File: config.mk
export PLATFORM = sky130hd
export DESIGN_NAME = jump_target_unit
export DESIGN_NICKNAME = d
export VERILOG_FILES = /design/src/rtl/jtu_pkg.sv /design/src/rtl/jtu_opcode_class.sv /design/src/rtl/jtu_modrm_split.sv /design/src/rtl/jtu_target_adder.sv /design/src/rtl/jump_target_unit.sv
export SDC_FILE = /design/constraint.sdc
export NUM_CORES = 1
export LEC_CHECK = 0
export BUFFER_PORTS_ARGS = -buffer_cell sky130_fd_sc_hd__buf_2
export CAP_MARGIN = 25
export CORE_MARGIN = 4
export CORE_UTILIZATION = 52
export DETAILED_ROUTE_END_ITERATION = 16
export HOLD_SLACK_MARGIN = 0.03
export PLACE_DENSITY = 0.76
export SLEW_MARGIN = 20
export SYNTH_ARGS = -nofsm -noshare
export SYNTH_HDL_FRONTEND = slang
export SYNTH_SLANG_ARGS = --single-unit
File: constraint.sdc
create_clock -name clk -period 3.6 [get_ports clk]
set_input_delay 1.08 -clock clk [delete_from_list [all_inputs] [get_ports clk]]
set_output_delay 1.08 -clock clk [all_outputs]
set_load 0.02 [all_outputs]
File: src/rtl/jtu_pkg.sv
package jtu_pkg;

    localparam int BYTE_W = 8;
    localparam int IP_W   = 2 * BYTE_W;
    localparam int LEN_W  = 3;
    localparam int MOD_W  = 2;

    localparam logic [BYTE_W-1:0] OPC_SHORT = 8'hEB;
    localparam logic [BYTE_W-1:0] OPC_NEAR  = 8'hE9;
    localparam logic [BYTE_W-1:0] OPC_FAR   = 8'hEA;
    localparam logic [BYTE_W-1:0] OPC_GROUP = 8'hFF;
    localparam logic [3:0]        OPC_COND_NIB = 4'b0111;

    localparam logic [2:0] SUB_IND_NEAR = 3'b100;
    localparam logic [2:0] SUB_IND_FAR  = 3'b101;

    localparam logic [LEN_W-1:0] LEN_REL8  = LEN_W'(2);
    localparam logic [LEN_W-1:0] LEN_REL16 = LEN_W'(3);
    localparam logic [LEN_W-1:0] LEN_FAR   = LEN_W'(5);
    localparam logic [LEN_W-1:0] LEN_IND   = LEN_W'(2);

    typedef enum logic [3:0] {
        ST_IDLE,
        ST_REL8,
        ST_REL16_LO,
        ST_REL16_HI,
        ST_FAR_OFF_LO,
        ST_FAR_OFF_HI,
        ST_FAR_SEG_LO,
        ST_FAR_SEG_HI,
        ST_MODRM
    } jtu_state_e;

    typedef enum logic [2:0] {
        JK_NONE,
        JK_SHORT,
        JK_COND,
        JK_NEAR,
        JK_FAR,
        JK_GROUP
    } jtu_kind_e;

endpackage

File: src/rtl/jtu_opcode_class.sv
module jtu_opcode_class
    import jtu_pkg::*;
(
    input  logic [BYTE_W-1:0] opcode,
    output jtu_kind_e         kind
);
    always_comb begin
        if (opcode == OPC_SHORT)
            kind = JK_SHORT;
        else if (opcode == OPC_NEAR)
            kind = JK_NEAR;
        else if (opcode == OPC_FAR)
            kind = JK_FAR;
        else if (opcode == OPC_GROUP)
            kind = JK_GROUP;
        else if (opcode[BYTE_W-1 -: 4] == OPC_COND_NIB)
            kind = JK_COND;
        else
            kind = JK_NONE;
    end
endmodule

File: src/rtl/jtu_modrm_split.sv
module jtu_modrm_split
    import jtu_pkg::*;
(
    input  logic [BYTE_W-1:0] modrm,
    output logic [MOD_W-1:0]  mod_f,
    output logic              ind_near,
    output logic              ind_far
);
    logic [2:0] sub_op;

    assign mod_f    = modrm[7:6];
    assign sub_op   = modrm[5:3];
    assign ind_near = (sub_op == SUB_IND_NEAR);
    assign ind_far  = (sub_op == SUB_IND_FAR);
endmodule

File: src/rtl/jtu_target_adder.sv
module jtu_target_adder
    import jtu_pkg::*;
(
    input  logic [IP_W-1:0]  base_ip,
    input  logic [LEN_W-1:0] instr_len,
    input  logic [IP_W-1:0]  disp,
    output logic [IP_W-1:0]  target
);
    logic [IP_W-1:0] len_ext;

    assign len_ext = {{(IP_W-LEN_W){1'b0}}, instr_len};
    assign target  = base_ip + len_ext + disp;
endmodule

File: src/rtl/jump_target_unit.sv
module jump_target_unit
    import jtu_pkg::*;
(
    input  logic              clk,
    input  logic              rst_n,
    input  logic              byte_valid,
    input  logic [BYTE_W-1:0] byte_data,
    input  logic [IP_W-1:0]   ip_in,
    input  logic              cond_met,
    output logic              done,
    output logic [IP_W-1:0]   next_ip,
    output logic [IP_W-1:0]   next_cs,
    output logic              taken,
    output logic              far,
    output logic              indirect,
    output logic [MOD_W-1:0]  mod_field,
    output logic [LEN_W-1:0]  length
);
    jtu_state_e state_q, state_d;
    jtu_kind_e  kind_dec, kind_q;

    logic [IP_W-1:0]   ip_q;
    logic [IP_W-1:0]   off_q;
    logic [BYTE_W-1:0] lo_q;

    logic [MOD_W-1:0]  mrm_mod;
    logic              mrm_near, mrm_far;

    logic [LEN_W-1:0]  add_len;
    logic [IP_W-1:0]   add_disp;
    logic [IP_W-1:0]   add_sum;
    logic [IP_W-1:0]   disp8_ext;
    logic              cond_ok;

    logic              fin;
    logic [IP_W-1:0]   res_ip, res_cs;
    logic              res_taken, res_far, res_ind;
    logic [MOD_W-1:0]  res_mod;
    logic [LEN_W-1:0]  res_len;

    jtu_opcode_class u_class (
        .opcode (byte_data),
        .kind   (kind_dec)
    );

    jtu_modrm_split u_modrm (
        .modrm    (byte_data),
        .mod_f    (mrm_mod),
        .ind_near (mrm_near),
        .ind_far  (mrm_far)
    );

    jtu_target_adder u_adder (
        .base_ip   (ip_q),
        .instr_len (add_len),
        .disp      (add_disp),
        .target    (add_sum)
    );

    assign disp8_ext = {{(IP_W-BYTE_W){byte_data[BYTE_W-1]}}, byte_data};
    assign cond_ok   = (kind_q != JK_COND) || cond_met;

    // State register
    always_ff @(posedge clk or negedge rst_n) begin
        if (!rst_n)
            state_q <= ST_IDLE;
        else
            state_q <= state_d;
    end

    // Transitions
    always_comb begin
        state_d = state_q;
        if (byte_valid) begin
            unique case (state_q)
                ST_IDLE: begin
                    unique case (kind_dec)
                        JK_SHORT, JK_COND: state_d = ST_REL8;
                        JK_NEAR:           state_d = ST_REL16_LO;
                        JK_FAR:            state_d = ST_FAR_OFF_LO;
                        JK_GROUP:          state_d = ST_MODRM;
                        default:           state_d = ST_IDLE;
                    endcase
                end
                ST_REL8:       state_d = ST_IDLE;
                ST_REL16_LO:   state_d = ST_REL16_HI;
                ST_REL16_HI:   state_d = ST_IDLE;
                ST_FAR_OFF_LO: state_d = ST_FAR_OFF_HI;
                ST_FAR_OFF_HI: state_d = ST_FAR_SEG_LO;
                ST_FAR_SEG_LO: state_d = ST_FAR_SEG_HI;
                ST_FAR_SEG_HI: state_d = ST_IDLE;
                ST_MODRM:      state_d = ST_IDLE;
                default:       state_d = ST_IDLE;
            endcase
        end
    end

    // Adder operand selection
    always_comb begin
        add_len  = LEN_REL8;
        add_disp = '0;
        unique case (state_q)
            ST_REL8: begin
                add_len  = LEN_REL8;
                add_disp = cond_ok ? disp8_ext : '0;
            end
            ST_REL16_HI: begin
                add_len  = LEN_REL16;
                add_disp = {byte_data, lo_q};
            end
            default: ;
        endcase
    end

    // Completion and result selection
    always_comb begin
        fin       = 1'b0;
        res_ip    = ip_q;
        res_cs    = '0;
        res_taken = 1'b1;
        res_far   = 1'b0;
        res_ind   = 1'b0;
        res_mod   = '0;
        res_len   = LEN_REL8;
        unique case (state_q)
            ST_REL8: begin
                fin       = byte_valid;
                res_ip    = add_sum;
                res_taken = cond_ok;
                res_len   = LEN_REL8;
            end
            ST_REL16_HI: begin
                fin     = byte_valid;
                res_ip  = add_sum;
                res_len = LEN_REL16;
            end
            ST_FAR_SEG_HI: begin
                fin     = byte_valid;
                res_ip  = off_q;
                res_cs  = {byte_data, lo_q};
                res_far = 1'b1;
                res_len = LEN_FAR;
            end
            ST_MODRM: begin
                fin     = byte_valid && (mrm_near || mrm_far);
                res_ind = 1'b1;
                res_far = mrm_far;
                res_mod = mrm_mod;
                res_len = LEN_IND;
            end
            default: ;
        endcase
    end

    // Operand capture
    always_ff @(posedge clk or negedge rst_n) begin
        if (!rst_n) begin
            ip_q   <= '0;
            kind_q <= JK_NONE;
            lo_q   <= '0;
            off_q  <= '0;
        end else if (byte_valid) begin
            unique case (state_q)
                ST_IDLE: begin
                    ip_q   <= ip_in;
                    kind_q <= kind_dec;
                end
                ST_REL16_LO, ST_FAR_OFF_LO, ST_FAR_SEG_LO: lo_q <= byte_data;
                ST_FAR_OFF_HI: off_q <= {byte_data, lo_q};
                default: ;
            endcase
        end
    end

    // Output registers
    always_ff @(posedge clk or negedge rst_n) begin
        if (!rst_n) begin
            done      <= 1'b0;
            next_ip   <= '0;
            next_cs   <= '0;
            taken     <= 1'b0;
            far       <= 1'b0;
            indirect  <= 1'b0;
            mod_field <= '0;
            length    <= '0;
        end else begin
            done <= fin;
            if (fin) begin
                next_ip   <= res_ip;
                next_cs   <= res_cs;
                taken     <= res_taken;
                far       <= res_far;
                indirect  <= res_ind;
                mod_field <= res_mod;
                length    <= res_len;
            end
        end
    end
endmodule

# Yosys cells after proc, flatten, opt, wreduce, memory -nomap -nowiden
# Index checks and enable logic that the tools add are counted.
[word_totals]
ff_bits = 88
input_bits = 28
out_inout_bits = 41
elab_cells = 65
[op_classes]
add_sub_neg = 2
eq_ne = 21
n_mux = 18
reduce_logical = 11
[ops]
columns = ["operator", "n"]
rows = [
  ["16-bit one-hot mux with 2 select lines", 2],
  ["8-bit equality test, second input constant", 4],
  ["16-bit two-way mux", 2],
  ["4-bit by 3-bit equality test with 1-bit output, second input constant", 5],
  ["4-bit one-hot mux with 5 select lines", 1],
  ["16-bit adder", 1],
  ["16-bit by 2-bit adder with 16-bit output", 1],
  ["4-bit one-hot mux with 4 select lines", 1],
  ["3-bit equality test, second input constant", 4],
  ["3-bit two-way mux", 4],
  ["4-bit by 2-bit equality test with 1-bit output, second input constant", 2],
  ["3-bit by 2-bit equality test with 1-bit output, second input constant", 2],
  ["3-bit one-hot mux with 2 select lines", 1],
  ["2-bit AND reduction", 3],
  ["3-bit OR reduction", 2],
  ["4-bit by 1-bit equality test with 1-bit output, second input constant", 1],
  ["4-bit equality test, second input constant", 1],
  ["4-bit logical NOT", 1],
  ["2-bit two-way mux", 2],
  ["1-bit one-hot mux with 2 select lines", 2],
  ["2-bit OR reduction", 2],
  ["3-bit by 1-bit equality test with 1-bit output, second input constant", 1],
  ["1-bit two-way mux", 3],
  ["3-bit by 2-bit inequality test with 1-bit output, second input constant", 1],
  ["2 further kinds", 3],
]

# Depth between registers and ports, before layout
# Gate-level depths: netlist of run 1.
[depth]
ltp_word = 10
mapped_depth = 17
ltp_nobuf = 15

# Cells and area by module
# Synthesis of run 1 repeated with hierarchy kept, for this count alone.
[hier_totals]
hier_cells = 446
area_unflattened_um2 = 5178.7
[by_module_without_submodules]
columns = ["mod", "instances", "cells_each", "area_per_inst_um2", "seq_area_each_um2"]
rows = [
  ["jump_target_unit", 1, 327, 4179.0, 2202.1],
  ["jtu_target_adder", 1, 103, 888.4, 0.0],
  ["jtu_opcode_class", 1, 12, 75.1, 0.0],
  ["jtu_modrm_split", 1, 4, 36.3, 0.0],
]

# Worst setup path before layout of run 1
# Ideal clock, no wire load.
[synth_path]
path_type = "input-to-reg"
start = "input cond_met"
end = "register next_ip[15]"
setup_time_ns = 0.139
arrival_ns = 4.150
required_time_ns = 3.461
setup_slack_ns = -0.690
path_stages = 15
n_path_buf = 1
path_cell_list = "or4b_4 -> and3_2 -> clkbuf_1 -> a22oi_1 -> ha_1 -> inv_1 -> ha_1 -> inv_1 -> fa_1 -> and2b_1 -> o31ai_1 -> a2111oi_0 -> o22ai_1 -> mux2i_1 -> o221ai_1"
[synth_between]
elab_chain_len = 5
[synth_lines]
columns = ["element", "line", "source"]
rows = [
  ["start, declared", "jump_target_unit.sv:9", "input logic cond_met,"],
  ["1-bit logical OR", "jump_target_unit.sv:61", "assign cond_ok = (kind_q != JK_COND) || cond_met;"],
  ["16-bit two-way mux", "jump_target_unit.sv:105", "add_disp = cond_ok ? disp8_ext : '0;"],
  ["16-bit one-hot mux with 2 select lines", "jump_target_unit.sv:102", "unique case (state_q)"],
  ["16-bit adder", "jtu_target_adder.sv:12", "assign target = base_ip + len_ext + disp;"],
  ["16-bit one-hot mux with 2 select lines", "jump_target_unit.sv:125", "unique case (state_q)"],
  ["end signal, assigned", "jump_target_unit.sv:189", "next_ip <= res_ip;"],
  ["end, declared", "jump_target_unit.sv:11", "output logic [IP_W-1:0] next_ip,"],
]
# No other way between the ends.
# A chain may end at the register's enable or synchronous reset.

# Worst setup path in the final report of run 1
# Ends and elaborated chain as after synthesis.

==> flow_summary.rst, run 1 <==
.. list-table::
   :header-rows: 1

   * - Metric
     - Value
   * - Mapped Area
     - 0.004898 mm2
   * - Slew at the pin closest to its max-slew limit
     - 0.7095 ns
   * - Number of placement rows
     - 35
   * - Area growth from synthesis to layout
     - 26.95%
   * - Total congestion overflow after global routing
     - 0
   * - Design Power
     - 5.959 mW
   * - Clock root buffer
     - sky130_fd_sc_hd__clkbuf_8
   * - Worst-skew pair later-pin latency
     - 0.38 ns
   * - Maximum fanout along the worst path
     - 6
   * - Most common cell on crit path
     - sky130_fd_sc_hd__buf_6
   * - Global placement routability congestion
     - 0.9398
   * - Cts-stage hold buffer count
     - 0
   * - Setup CP Type
     - in -> reg
   * - Final Hold Slack
     - 0.4809 ns
   * - Diode insertion count for antenna repair
     - 0
   * - Critical-path cell with the highest stage delay
     - sky130_fd_sc_hd__or4b_4
   * - Required time at the endpoint of the critical path
     - 3.83 ns
   * - Clock transition at the registers of the reported paths
     - 0.10 ns
   * - Crit end category
     - flop
   * - Status
     - finished with violations
   * - Most common library cell in the layout ignoring fill and taps
     - sky130_fd_sc_hd__dfrtp_1
   * - Max-Slew Margin vs Limit
     - 52.70%
   * - Total vias in the final route
     - 4370
   * - Die height
     - 105.1 um
   * - Overall routed net length
     - 14.19 mm
   * - Commonest non-fill, non-tap cells in the layout
     - sky130_fd_sc_hd__dfrtp_1 (88), sky130_fd_sc_hd__nand2_1 (75), sky130_fd_sc_hd__buf_4 (67), sky130_fd_sc_hd__buf_2 (66), sky130_fd_sc_hd__mux2_2 (40)
   * - Iter 0 DRT Violations
     - 310
   * - Placed cells
     - 697
   * - Count of nets after finishing
     - 660
   * - Number of global-route vias before repair
     - 4500
   * - Dominant cell type by area after synthesis
     - sky130_fd_sc_hd__dfrtp_1
   * - Ranking of synthesized cells by area
     - sky130_fd_sc_hd__dfrtp_1 (45%), sky130_fd_sc_hd__mux2_2 (9.2%), sky130_fd_sc_hd__ha_1 (7.2%)
   * - Number of non-filler instances in the completed layout
     - 718
   * - Number of flops mapped to enable cells by yosys
     - 0
   * - Number of top-level design ports
     - 69
   * - Type of element launching the critical path
     - input port
   * - Total power divided by cell area
     - 958.3 mW/mm2
   * - Delay of the slowest cell on the worst path
     - 0.49 ns
   * - Filler Cells Inserted
     - 703
   * - Peak VDD IR
     - 428.5 uV
   * - First-pass GRT wire length
     - 22.63 mm
   * - Number of nets still failing antenna checks after routing
     - 0
   * - Worst min-delay path class
     - reg -> reg
   * - Highest attainable clock frequency
     - 259.7 MHz
   * - Maximum number of pins on one net before global-route repair
     - 56
   * - Number of cells produced by synthesis
     - 483
   * - DRC violations left
     - 0
   * - Period Utilization, post-route
     - 107.0%
   * - Max H-tree Level
     - 3
   * - Failing checks
     - setup timing
   * - Sequential element share of the synthesized area
     - 44.96%
   * - Leakage power figure
     - 3.027 nW
   * - Final hold violation count
     - 0
   * - Worst Slack Setup Final
     - -0.2511 ns
   * - Initial antenna violation count
     - 0
   * - IO Port Bufs
     - 68
   * - Most used DFF post-synth
     - sky130_fd_sc_hd__dfrtp_1
   * - Cell-by-cell trace of the critical path
     - buf_6 > or4b_4 > and3_4 > buf_6 > buf_4 > a22o_1 > ha_1 > ha_4 > o21a_1 > o31ai_4 > a2111oi_4 > o22ai_2 > mux2i_1 > o221ai_1
   * - Number of warnings printed during yosys synthesis
     - 0
   * - Die Wd
     - 105.1 um
   * - Post-synth net total
     - 541
   * - Placed wire-length estimate after detailed placement
     - 9.885 mm
   * - Fin Clk Skew
     - 0.01180 ns
   * - Max Cap Violations
     - 0
   * - Post-Synthesis Mean Instance Area
     - 10.14 um2
   * - Via density per instance
     - 6.086
   * - Number of pins with negative max-slew slack in the final report
     - 0
   * - Number of iterations in the first detailed-routing pass
     - 5
   * - Clock Tree Buf Depth
     - 2
   * - Share of layout cells above drive strength 1
     - 39.37%
   * - Floorplan Core Area
     - 0.009196 mm2
   * - Endpoints failing setup
     - 10
   * - Synth Register Bits
     - 88
   * - FFs w/ async S/R, synth
     - 100.0%
   * - Crit path time final
     - 3.851 ns
   * - Starting density of the core
     - 53.27%
   * - Average wire per standard cell
     - 19.77 um
   * - Area of the die
     - 0.01104 mm2
   * - GRT Total Usage
     - 25.81%
   * - CP arrival
     - 4.08 ns
   * - Clock buffer count from CTS
     - 9
   * - Unrepaired setup endpoints after global routing
     - yes
   * - Total number of clock tree sinks
     - 88
   * - Proportion of netlist area held by the largest area contributor
     - 44.96%
   * - CTS tree
     - built
   * - Distinct cells, synth
     - 61
-- registers in the layout, indices dropped and copies added, names as in the netlist, 2 cells and up --
name / flops
off_q: 16
length: 3
state_q: 4
kind_q: 3
ip_q: 16
lo_q: 8
next_ip: 16
mod_field: 2
next_cs: 16
-- power breakdown --
| part | switching (mW) | leakage, nW | total (mW) | internal (mW) |
|---|---|---|---|---|
| clock | 0.427 | 0.0977 | 0.701 | 0.274 |
| combinational | 1.94 | 1.80 | 3.73 | 1.80 |
| sequential | 0.261 | 1.13 | 1.52 | 1.26 |
-- cells in the mapped netlist (2+ instances only) --
library cell,n
sky130_fd_sc_hd__a21o_1,6
sky130_fd_sc_hd__a21oi_1,20
sky130_fd_sc_hd__a221oi_1,7
sky130_fd_sc_hd__a222oi_1,6
sky130_fd_sc_hd__a22o_1,11
sky130_fd_sc_hd__a22oi_1,5
sky130_fd_sc_hd__a31oi_1,3
sky130_fd_sc_hd__a32o_1,3
sky130_fd_sc_hd__and2_1,2
sky130_fd_sc_hd__and3_1,4
sky130_fd_sc_hd__and3_2,2
sky130_fd_sc_hd__and4_1,2
sky130_fd_sc_hd__and4b_1,2
sky130_fd_sc_hd__buf_2,4
sky130_fd_sc_hd__buf_6,3
sky130_fd_sc_hd__clkbuf_1,18
sky130_fd_sc_hd__clkbuf_8,3
sky130_fd_sc_hd__dfrtp_1,88
sky130_fd_sc_hd__fa_1,2
sky130_fd_sc_hd__ha_1,28
sky130_fd_sc_hd__inv_1,14
sky130_fd_sc_hd__mux2_2,40
sky130_fd_sc_hd__nand2_1,77
sky130_fd_sc_hd__nand2b_1,2
sky130_fd_sc_hd__nand3_1,4
sky130_fd_sc_hd__nor2_1,23
sky130_fd_sc_hd__nor3_1,9
sky130_fd_sc_hd__o21ai_0,30
sky130_fd_sc_hd__o21ai_1,15
sky130_fd_sc_hd__o22ai_1,7
sky130_fd_sc_hd__o31ai_1,2
sky130_fd_sc_hd__o41ai_1,2
sky130_fd_sc_hd__or3_1,2
sky130_fd_sc_hd__xnor2_1,9
sky130_fd_sc_hd__xor2_1,2
-- logic make-up after synthesis --
family                   after synthesis  synth area share [%]
multiplexers                          41                 9.400
adder cells (fa/ha/maj)               30                 7.969
XOR/XNOR                              11                 1.967
buffers and inverters                 45                 4.623
AO/OA/AOI/OAI                        131                 18.37
AND/OR/NAND/NOR                      137                 12.72
flip-flops                            88                 44.96
-- path summary, 6_finish.rpt --
check                                        from  slack (ns)  cells past startpoint                 endpoint
min in group asynchronous                   rst_n        0.74                      1   next_ip[8]$_DFFE_PN0P_
max in group asynchronous                   rst_n        2.13                      2    length[2]$_DFFE_PN0P_
setup / recovery                         cond_met       -0.25                     14  next_ip[15]$_DFFE_PN0P_
hold / removal             next_cs[9]$_DFFE_PN0P_        0.48                      2   next_cs[9]$_DFFE_PN0P_
setup reg to reg            kind_q[0]$_DFFE_PN0P_        0.10                     13  next_ip[15]$_DFFE_PN0P_
hold reg to reg            next_cs[9]$_DFFE_PN0P_        0.48                      2   next_cs[9]$_DFFE_PN0P_
-- what timing repair did --
action,CTS,global route
setup buffers,4,1
pin swaps,21,11
resized for setup,25,17
endpoints found under the setup margin,10,12
-- stage by stage --
stage / setup WS (ns) / utilization [%] / TNS (ns) / area [um2]
after detailed placement: -0.7954 / 62.41 / -6.581 / 5739
final: -0.2511 / 67.62 / -1.315 / 6218
after global routing: -0.3002 / 67.62 / -2.437 / 6218
after CTS: -0.1686 / 66.11 / -0.8018 / 6080
after floorplan: -0.5028 / - / -3.340 / 4937
after global placement: -0.6432 / 62.41 / -5.808 / 5739
-- critical path, delay by kind of cell --
kind | cells | cell delay, ns
compound gates | 6 | 1.18
simple gates | 2 | 0.67
fa+ha+maj | 2 | 0.63
buf+inv | 3 | 0.35
mux | 1 | 0.18
-- final cells by class --
type,instances,area [um2],area share (%)
clock buffer,9,123.9,1.992
clock inverter,7,70.07,1.127
inverter,16,62.56,1.006
multi-input combinational,350,2743,44.10
sequential,88,2202,35.41
tap,111,138.9,2.233
timing repair buffer,137,878.3,14.12
-- per-layer routing --
metal / GRT usage, % / up-vias / routed length, um
li1: - / 1988 / -
met1: 33.67 / 2175 / 5945
met2: 41.66 / 173 / 6956
met3: 5.497 / 34 / 898
met4: 10.87 / 0 / 393
met5: 0 / - / 0
(Power assumes the default switching activity.)
==> run 2: changes to the inputs <==
--- a/config.mk
+++ b/config.mk
@@ -7,6 +7,7 @@
 export LEC_CHECK = 0
 export BUFFER_PORTS_ARGS = -buffer_cell sky130_fd_sc_hd__buf_2
 export CAP_MARGIN = 25
+export CORE_ASPECT_RATIO = 0.6
 export CORE_MARGIN = 4
 export CORE_UTILIZATION = 52
 export DETAILED_ROUTE_END_ITERATION = 16
==> flow_summary.rst, run 2 (synthesis gave the netlist of run 1 again) <==
.. list-table::
   :header-rows: 1

   * - Metric
     - Value
   * - Status
     - finished with violations
   * - Failing checks
     - setup timing
   * - Number of placement rows
     - 27
   * - Highest attainable clock frequency
     - 258.9 MHz
   * - Worst min-delay path class
     - reg -> reg
   * - Share of layout cells above drive strength 1
     - 41.85%
   * - CTS tree
     - built
   * - Floorplan Core Area
     - 0.009189 mm2
   * - Maximum number of pins on one net before global-route repair
     - 57
   * - Placed cells
     - 716
   * - Die height
     - 83.18 um
   * - Overall routed net length
     - 14.65 mm
   * - Area growth from synthesis to layout
     - 32.75%
   * - Via density per instance
     - 5.925
   * - Count of cells along the worst register-to-register path
     - 15
   * - Slew at the pin closest to its max-slew limit
     - 0.5156 ns
   * - Max-Slew Margin vs Limit
     - 65.52%
   * - Final core utilization
     - 70.77%
   * - Die Wd
     - 133.3 um
   * - Area of the die
     - 0.01109 mm2
   * - Total power divided by cell area
     - 991.8 mW/mm2
   * - Crit end category
     - flop
   * - Clock buffer count from CTS
     - 9
   * - Setup CP Type
     - in -> reg
   * - Cells on Worst Hold Path
     - 2
   * - Initial antenna violation count
     - 0
   * - Fin Clk Skew
     - 0.009843 ns
   * - Sum of negative setup slack
     - -1.745 ns
   * - Starting density of the core
     - 53.31%
   * - Number of nets still failing antenna checks after routing
     - 0
   * - Clock root buffer
     - sky130_fd_sc_hd__clkbuf_16
   * - Final hold violation count
     - 0
   * - IO Port Bufs
     - 68
   * - Crit path time final
     - 3.863 ns
   * - Unrepaired setup endpoints after global routing
     - yes
   * - Placed cell areas
     - 0.005796 mm2
   * - Total congestion overflow after global routing
     - 0
   * - Average wire per standard cell
     - 19.88 um
   * - Number of top-level design ports
     - 69
   * - Max H-tree Level
     - 3
   * - Number of pins with negative max-slew slack in the final report
     - 0
   * - Total vias in the final route
     - 4367
   * - Endpoints failing setup
     - 12
   * - Total number of clock tree sinks
     - 88
   * - Multi-input gate area in the final layout
     - 0.002882 mm2
   * - Global placement routability congestion
     - 0.9363
   * - Leakage power figure
     - 3.097 nW
   * - Max Cap Violations
     - 0
   * - Number of non-filler instances in the completed layout
     - 737
   * - CP arrival
     - 4.09 ns
   * - Maximum fanout along the worst path
     - 5
   * - Number of global-route vias before repair
     - 4365
   * - GRT Total Usage
     - 26.57%
   * - Diode insertion count for antenna repair
     - 0
   * - Iter 0 DRT Violations
     - 385
   * - Clock transition at the registers of the reported paths
     - 0.06 ns
   * - Peak VDD IR
     - 459.2 uV
   * - Filler Cells Inserted
     - 693
   * - Period Utilization, post-route
     - 107.3%
   * - Count of nets after finishing
     - 660
   * - Design Power
     - 6.449 mW
   * - Worst-skew pair later-pin latency
     - 0.35 ns
   * - Placed wire-length estimate after detailed placement
     - 10.28 mm
   * - Most common library cell in the layout ignoring fill and taps
     - sky130_fd_sc_hd__dfrtp_1
   * - Required time at the endpoint of the critical path
     - 3.82 ns
   * - First-pass GRT wire length
     - 23.36 mm
   * - Sequential cell area in the final layout
     - 0.002202 mm2
   * - Commonest non-fill, non-tap cells in the layout
     - sky130_fd_sc_hd__dfrtp_1 (88), sky130_fd_sc_hd__nand2_1 (75), sky130_fd_sc_hd__buf_2 (66), sky130_fd_sc_hd__buf_4 (64), sky130_fd_sc_hd__mux2_2 (40)
   * - DRC violations left
     - 0
   * - Clock Tree Buf Depth
     - 2
   * - Type of element launching the critical path
     - input port
   * - Number of iterations in the first detailed-routing pass
     - 6
   * - Post-route cell area
     - 0.006502 mm2
   * - Worst Slack Setup Final
     - -0.2627 ns
-- run 2: cell types whose count changed in the layout (fill, tap and decap cells not counted), moves of 3 or more --
cell / before / now
sky130_fd_sc_hd__o21ai_0: 26 / 22
sky130_fd_sc_hd__clkbuf_8: 9 / 1
sky130_fd_sc_hd__clkbuf_16: 0 / 9
sky130_fd_sc_hd__ha_1: 20 / 13
sky130_fd_sc_hd__ha_4: 8 / 13
sky130_fd_sc_hd__inv_8: 4 / 0
sky130_fd_sc_hd__buf_4: 67 / 64
sky130_fd_sc_hd__a21oi_1: 18 / 15
sky130_fd_sc_hd__o21ai_1: 16 / 20
-- run 2: area by class of cell --
cell class,instances,area share (%)
multi-input combinational,350,44.31
clock buffer,10,3.675
tap,130,2.501
clock inverter,6,0.6542
sequential,88,33.87
timing repair buffer,137,14.07
inverter,16,0.9236
-- run 2: what timing repair did --
action,in CTS,in global routing
gates resized for setup,39,25
hold endpoints to repair,0,0
setup endpoints to repair,11,12
cloned,0,0
setup buffers,3,2
hold buffers,0,0
pin swaps,18,25
-- run 2: where the power goes --
| group | total (mW) | switching (mW) | internal [mW] |
|---|---|---|---|
| registers | 1.53 | 0.270 | 1.26 |
| clock network | 0.906 | 0.417 | 0.489 |
| logic | 4.01 | 2.06 | 1.95 |
| total | 6.45 | 2.74 | 3.71 |
-- run 2: metrics by stage --
step | hold slack [ns] | worst slack, ns
floorplan | 0.4418 | -0.5028
global placement | 0.4516 | -0.6674
detailed placement | 0.4654 | -0.7452
CTS | 0.4800 | -0.1972
global route | 0.5053 | -0.3531
finish | 0.4737 | -0.2627
-- run 2: worst max-delay path: stages --
cell                        delay [ns]
sky130_fd_sc_hd__buf_6            0.09
sky130_fd_sc_hd__or4b_4           0.51
sky130_fd_sc_hd__and3_4           0.22
sky130_fd_sc_hd__buf_6            0.13
sky130_fd_sc_hd__a22oi_2          0.16
sky130_fd_sc_hd__fa_2             0.23
sky130_fd_sc_hd__inv_2            0.04
sky130_fd_sc_hd__ha_4             0.16
sky130_fd_sc_hd__inv_2            0.06
sky130_fd_sc_hd__fa_2             0.20
sky130_fd_sc_hd__and2b_2          0.26
sky130_fd_sc_hd__o2111ai_4        0.24
sky130_fd_sc_hd__nand2_1          0.14
sky130_fd_sc_hd__xor2_1           0.17
sky130_fd_sc_hd__a222oi_1         0.31
sky130_fd_sc_hd__o21ai_1          0.10
-- run 2: routing by layer --
layer  vias to the layer above  GRT usage [%]  share of wire (%)
met3                        25          6.235                8.4
met1                      2141          38.69                 45
li1                       1991              -                  -
met2                       210          40.19                 45
met4                         0          6.816                1.5
met5                         -              0                  0
-- run 2: path summary, 6_finish.rpt --
kind	startpoint	end	slack, ns
max	cond_met	next_ip[7]$_DFFE_PN0P_	-0.26
min	next_cs[15]$_DFFE_PN0P_	next_cs[15]$_DFFE_PN0P_	0.47
max reg2reg	kind_q[0]$_DFFE_PN0P_	next_ip[7]$_DFFE_PN0P_	0.13
min reg2reg	next_cs[15]$_DFFE_PN0P_	next_cs[15]$_DFFE_PN0P_	0.47
max in group asynchronous	rst_n	next_cs[13]$_DFFE_PN0P_	2.29
min in group asynchronous	rst_n	off_q[10]$_DFFE_PN0P_	0.67
==> run 3: changes to the inputs <==
--- a/config.mk
+++ b/config.mk
@@ -6,13 +6,15 @@
 export NUM_CORES = 1
 export LEC_CHECK = 0
 export BUFFER_PORTS_ARGS = -buffer_cell sky130_fd_sc_hd__buf_2
-export CAP_MARGIN = 25
+export CAP_MARGIN = 30
 export CORE_ASPECT_RATIO = 0.6
 export CORE_MARGIN = 4
-export CORE_UTILIZATION = 52
+export CORE_UTILIZATION = 54
+export CTS_BUF_LIST = sky130_fd_sc_hd__clkbuf_2
 export DETAILED_ROUTE_END_ITERATION = 16
 export HOLD_SLACK_MARGIN = 0.03
-export PLACE_DENSITY = 0.76
+export PLACE_DENSITY = 0.79
+export REMOVE_ABC_BUFFERS = 1
 export SLEW_MARGIN = 20
 export SYNTH_ARGS = -nofsm -noshare
 export SYNTH_HDL_FRONTEND = slang
==> flow_summary.rst, run 3 (synthesis gave the netlist of run 1 again) <==
.. list-table::
   :header-rows: 1

   * - Metric
     - Value
   * - Status
     - finished with violations
   * - Failing checks
     - setup timing
   * - Iter 0 DRT Violations
     - 408
   * - Sequential cell area in the final layout
     - 0.002202 mm2
   * - Type of element launching the critical path
     - input port
   * - Initial antenna violation count
     - 0
   * - CTS tree
     - built
   * - Most common library cell in the layout ignoring fill and taps
     - sky130_fd_sc_hd__dfrtp_1
   * - Clk network pwr share
     - 8.0%
   * - Fin Clk Skew
     - 0.02347 ns
   * - Worst flop-to-flop path startpoint
     - kind_q[0]$_DFFE_PN0P_
   * - Setup CP Type
     - in -> reg
   * - Crit path buffers/inverters
     - 5
   * - CP arrival
     - 4.10 ns
   * - Clock root buffer
     - sky130_fd_sc_hd__clkbuf_2
   * - Via density per instance
     - 6.063
   * - Overall routed net length
     - 14.05 mm
   * - Maximum fanout along the worst path
     - 4
   * - Highest attainable clock frequency
     - 275.6 MHz
   * - P_sw
     - 2.459 mW
   * - Leakage power figure
     - 2.919 nW
   * - Critical-path cell with the highest stage delay
     - sky130_fd_sc_hd__or4b_4
   * - Number of non-filler instances in the completed layout
     - 711
   * - Worst-skew pair later-pin latency
     - 0.57 ns
   * - Maximum number of pins on one net before global-route repair
     - 58
   * - Max Cap Violations
     - 0
   * - Area growth from synthesis to layout
     - 22.53%
   * - Max-Slew Margin vs Limit
     - 51.88%
   * - GRT Total Usage
     - 26.88%
   * - Share of layout cells above drive strength 1
     - 37.23%
   * - Commonest non-fill, non-tap cells in the layout
     - sky130_fd_sc_hd__dfrtp_1 (88), sky130_fd_sc_hd__nand2_1 (75), sky130_fd_sc_hd__buf_2 (66), sky130_fd_sc_hd__buf_4 (58), sky130_fd_sc_hd__mux2_2 (40)
   * - Global placement routability congestion
     - 0.9168
   * - Endpoints failing setup
     - 2
   * - Total power divided by cell area
     - 907.4 mW/mm2
   * - DRC violations left
     - 0
   * - Switch share
     - 45.16%
   * - Combinational share of power
     - 64.8%
   * - Die height
     - 81.78 um
   * - IO Port Bufs
     - 68
   * - Total congestion overflow after global routing
     - 0
   * - Count of nets after finishing
     - 653
   * - Period Utilization, post-route
     - 100.8%
   * - Number of top-level design ports
     - 69
   * - Crit path time final
     - 3.629 ns
   * - Number of iterations in the first detailed-routing pass
     - 6
   * - Internal power component
     - 2.987 mW
   * - Worst min-delay path class
     - in -> async
   * - Max H-tree Level
     - 3
   * - Total vias in the final route
     - 4311
   * - Clock buffer count from CTS
     - 9
   * - Diode insertion count for antenna repair
     - 0
   * - Post-route cell area
     - 0.006002 mm2
   * - Average wire per standard cell
     - 19.76 um
   * - Internal reg-to-reg setup slack
     - 0.09 ns
   * - Filler Cells Inserted
     - 705
   * - Floorplan Core Area
     - 0.008653 mm2
   * - Multi-input gate area in the final layout
     - 0.002661 mm2
   * - Slew at the pin closest to its max-slew limit
     - 0.7179 ns
   * - Number of placement rows
     - 26
   * - Placed cells
     - 692
   * - Number of nets still failing antenna checks after routing
     - 0
   * - Final hold violation count
     - 0
   * - Sequential power share
     - 27.3%
   * - Clock Tree Buf Depth
     - 2
   * - Worst slack at placement
     - -0.9550 ns
   * - First-pass GRT wire length
     - 21.87 mm
   * - Sum of negative setup slack
     - -0.03283 ns
   * - Clock transition at the registers of the reported paths
     - 0.23 ns
   * - Die Wd
     - 131.0 um
   * - Number of global-route vias before repair
     - 4207
   * - Total number of clock tree sinks
     - 88
   * - Peak VDD IR
     - 493.0 uV
   * - Area of the die
     - 0.01071 mm2
   * - Delay of the slowest cell on the worst path
     - 0.49 ns
   * - Final core utilization
     - 69.36%
   * - Worst Slack Setup Final
     - -0.02904 ns
   * - Placed wire-length estimate after detailed placement
     - 10.20 mm
   * - Unrepaired setup endpoints after global routing
     - yes
   * - Starting density of the core
     - 56.61%
   * - Delay-heaviest family, CP
     - simple AND/OR/NAND/NOR gates
   * - Count of cells along the worst register-to-register path
     - 16
   * - Number of pins with negative max-slew slack in the final report
     - 0
   * - Crit end category
     - flop
   * - Destination of the worst register-to-register timing path
     - next_ip[15]$_DFFE_PN0P_
   * - Placed cell areas
     - 0.005699 mm2
   * - Cell-by-cell trace of the critical path
     - buf_6 > or4b_4 > and3_4 > buf_6 > a22oi_2 > fa_2 > inv_2 > ha_4 > inv_2 > fa_2 > and2b_2 > o31ai_4 > a2111oi_4 > buf_4 > o22ai_4 > mux2i_1 > o221ai_1
   * - Required time at the endpoint of the critical path
     - 4.07 ns
[run 3: worst max path at each step]
stage / from / endpoint / slack, ns / cells after the start
2_1_floorplan: cond_met / next_ip[15]$_DFFE_PN0P_ / -0.58 / 14
3_3_place_gp: cond_met / next_ip[15]$_DFFE_PN0P_ / -0.74 / 16
3_5_place_dp: cond_met / next_ip[15]$_DFFE_PN0P_ / -0.95 / 16
4_1_cts: cond_met / next_ip[15]$_DFFE_PN0P_ / -0.004 / 16
5_1_grt: cond_met / next_ip[15]$_DFFE_PN0P_ / -0.11 / 17
6_report: cond_met / next_ip[15]$_DFFE_PN0P_ / -0.03 / 17
[run 3: stage by stage]
stage          power (mW)  hold WS [ns]
2_1_floorplan       3.347        0.4418
6_report            5.446        0.4085
4_1_cts             5.196        0.3956
5_1_grt             5.815        0.3904
3_5_place_dp        4.576        0.4599
3_3_place_gp        4.427        0.4482
[run 3: power by group through the flow]
stage / clock network (mW) / logic, mW / registers [mW]
after floorplan: 0 / 1.77 / 1.57
after global placement: 0 / 2.94 / 1.49
after detailed placement: 0 / 3.08 / 1.50
after CTS: 0.444 / 3.27 / 1.48
after global routing: 0.484 / 3.82 / 1.52
final: 0.435 / 3.53 / 1.48
[run 3: what timing repair did]
action,4_1_cts,5_1_grt
pin swaps,8,13
hold buffers,0,0
gates cloned,0,0
endpoints found under the setup margin,7,9
gates resized for setup,25,17
buffers inserted,1,4
[run 3: worst reg2reg max path, cell delays in order (launching register included)]
cell	delay [ns]
sky130_fd_sc_hd__dfrtp_1	0.43
sky130_fd_sc_hd__or4b_4	0.55
sky130_fd_sc_hd__and3_4	0.20
sky130_fd_sc_hd__buf_6	0.13
sky130_fd_sc_hd__a22oi_2	0.15
sky130_fd_sc_hd__fa_2	0.23
sky130_fd_sc_hd__inv_2	0.05
sky130_fd_sc_hd__ha_4	0.15
sky130_fd_sc_hd__inv_2	0.05
sky130_fd_sc_hd__fa_2	0.19
sky130_fd_sc_hd__and2b_2	0.25
sky130_fd_sc_hd__o31ai_4	0.31
sky130_fd_sc_hd__a2111oi_4	0.12
sky130_fd_sc_hd__buf_4	0.18
sky130_fd_sc_hd__o22ai_4	0.10
sky130_fd_sc_hd__mux2i_1	0.22
sky130_fd_sc_hd__o221ai_1	0.13
[run 3: area by class of cell]
cell class                      instances  share of cell area (%)
Clock buffer                           12                   1.001
Multi-Input combinational cell        350                   44.34
Sequential cell                        88                   36.69
Timing Repair Buffer                  130                   14.30
Clock inverter                          3                  0.3335
Inverter                               16                   1.001
Tap cell                              112                   2.335
[run 3: per-layer routing]
layer	track usage [%]	up-vias	part of all wire (%)
met5	0	-	0
met4	5.133	0	1.1
met3	6.433	19	8.6
met2	41.40	202	44
met1	39.08	2109	46
li1	-	1981	-
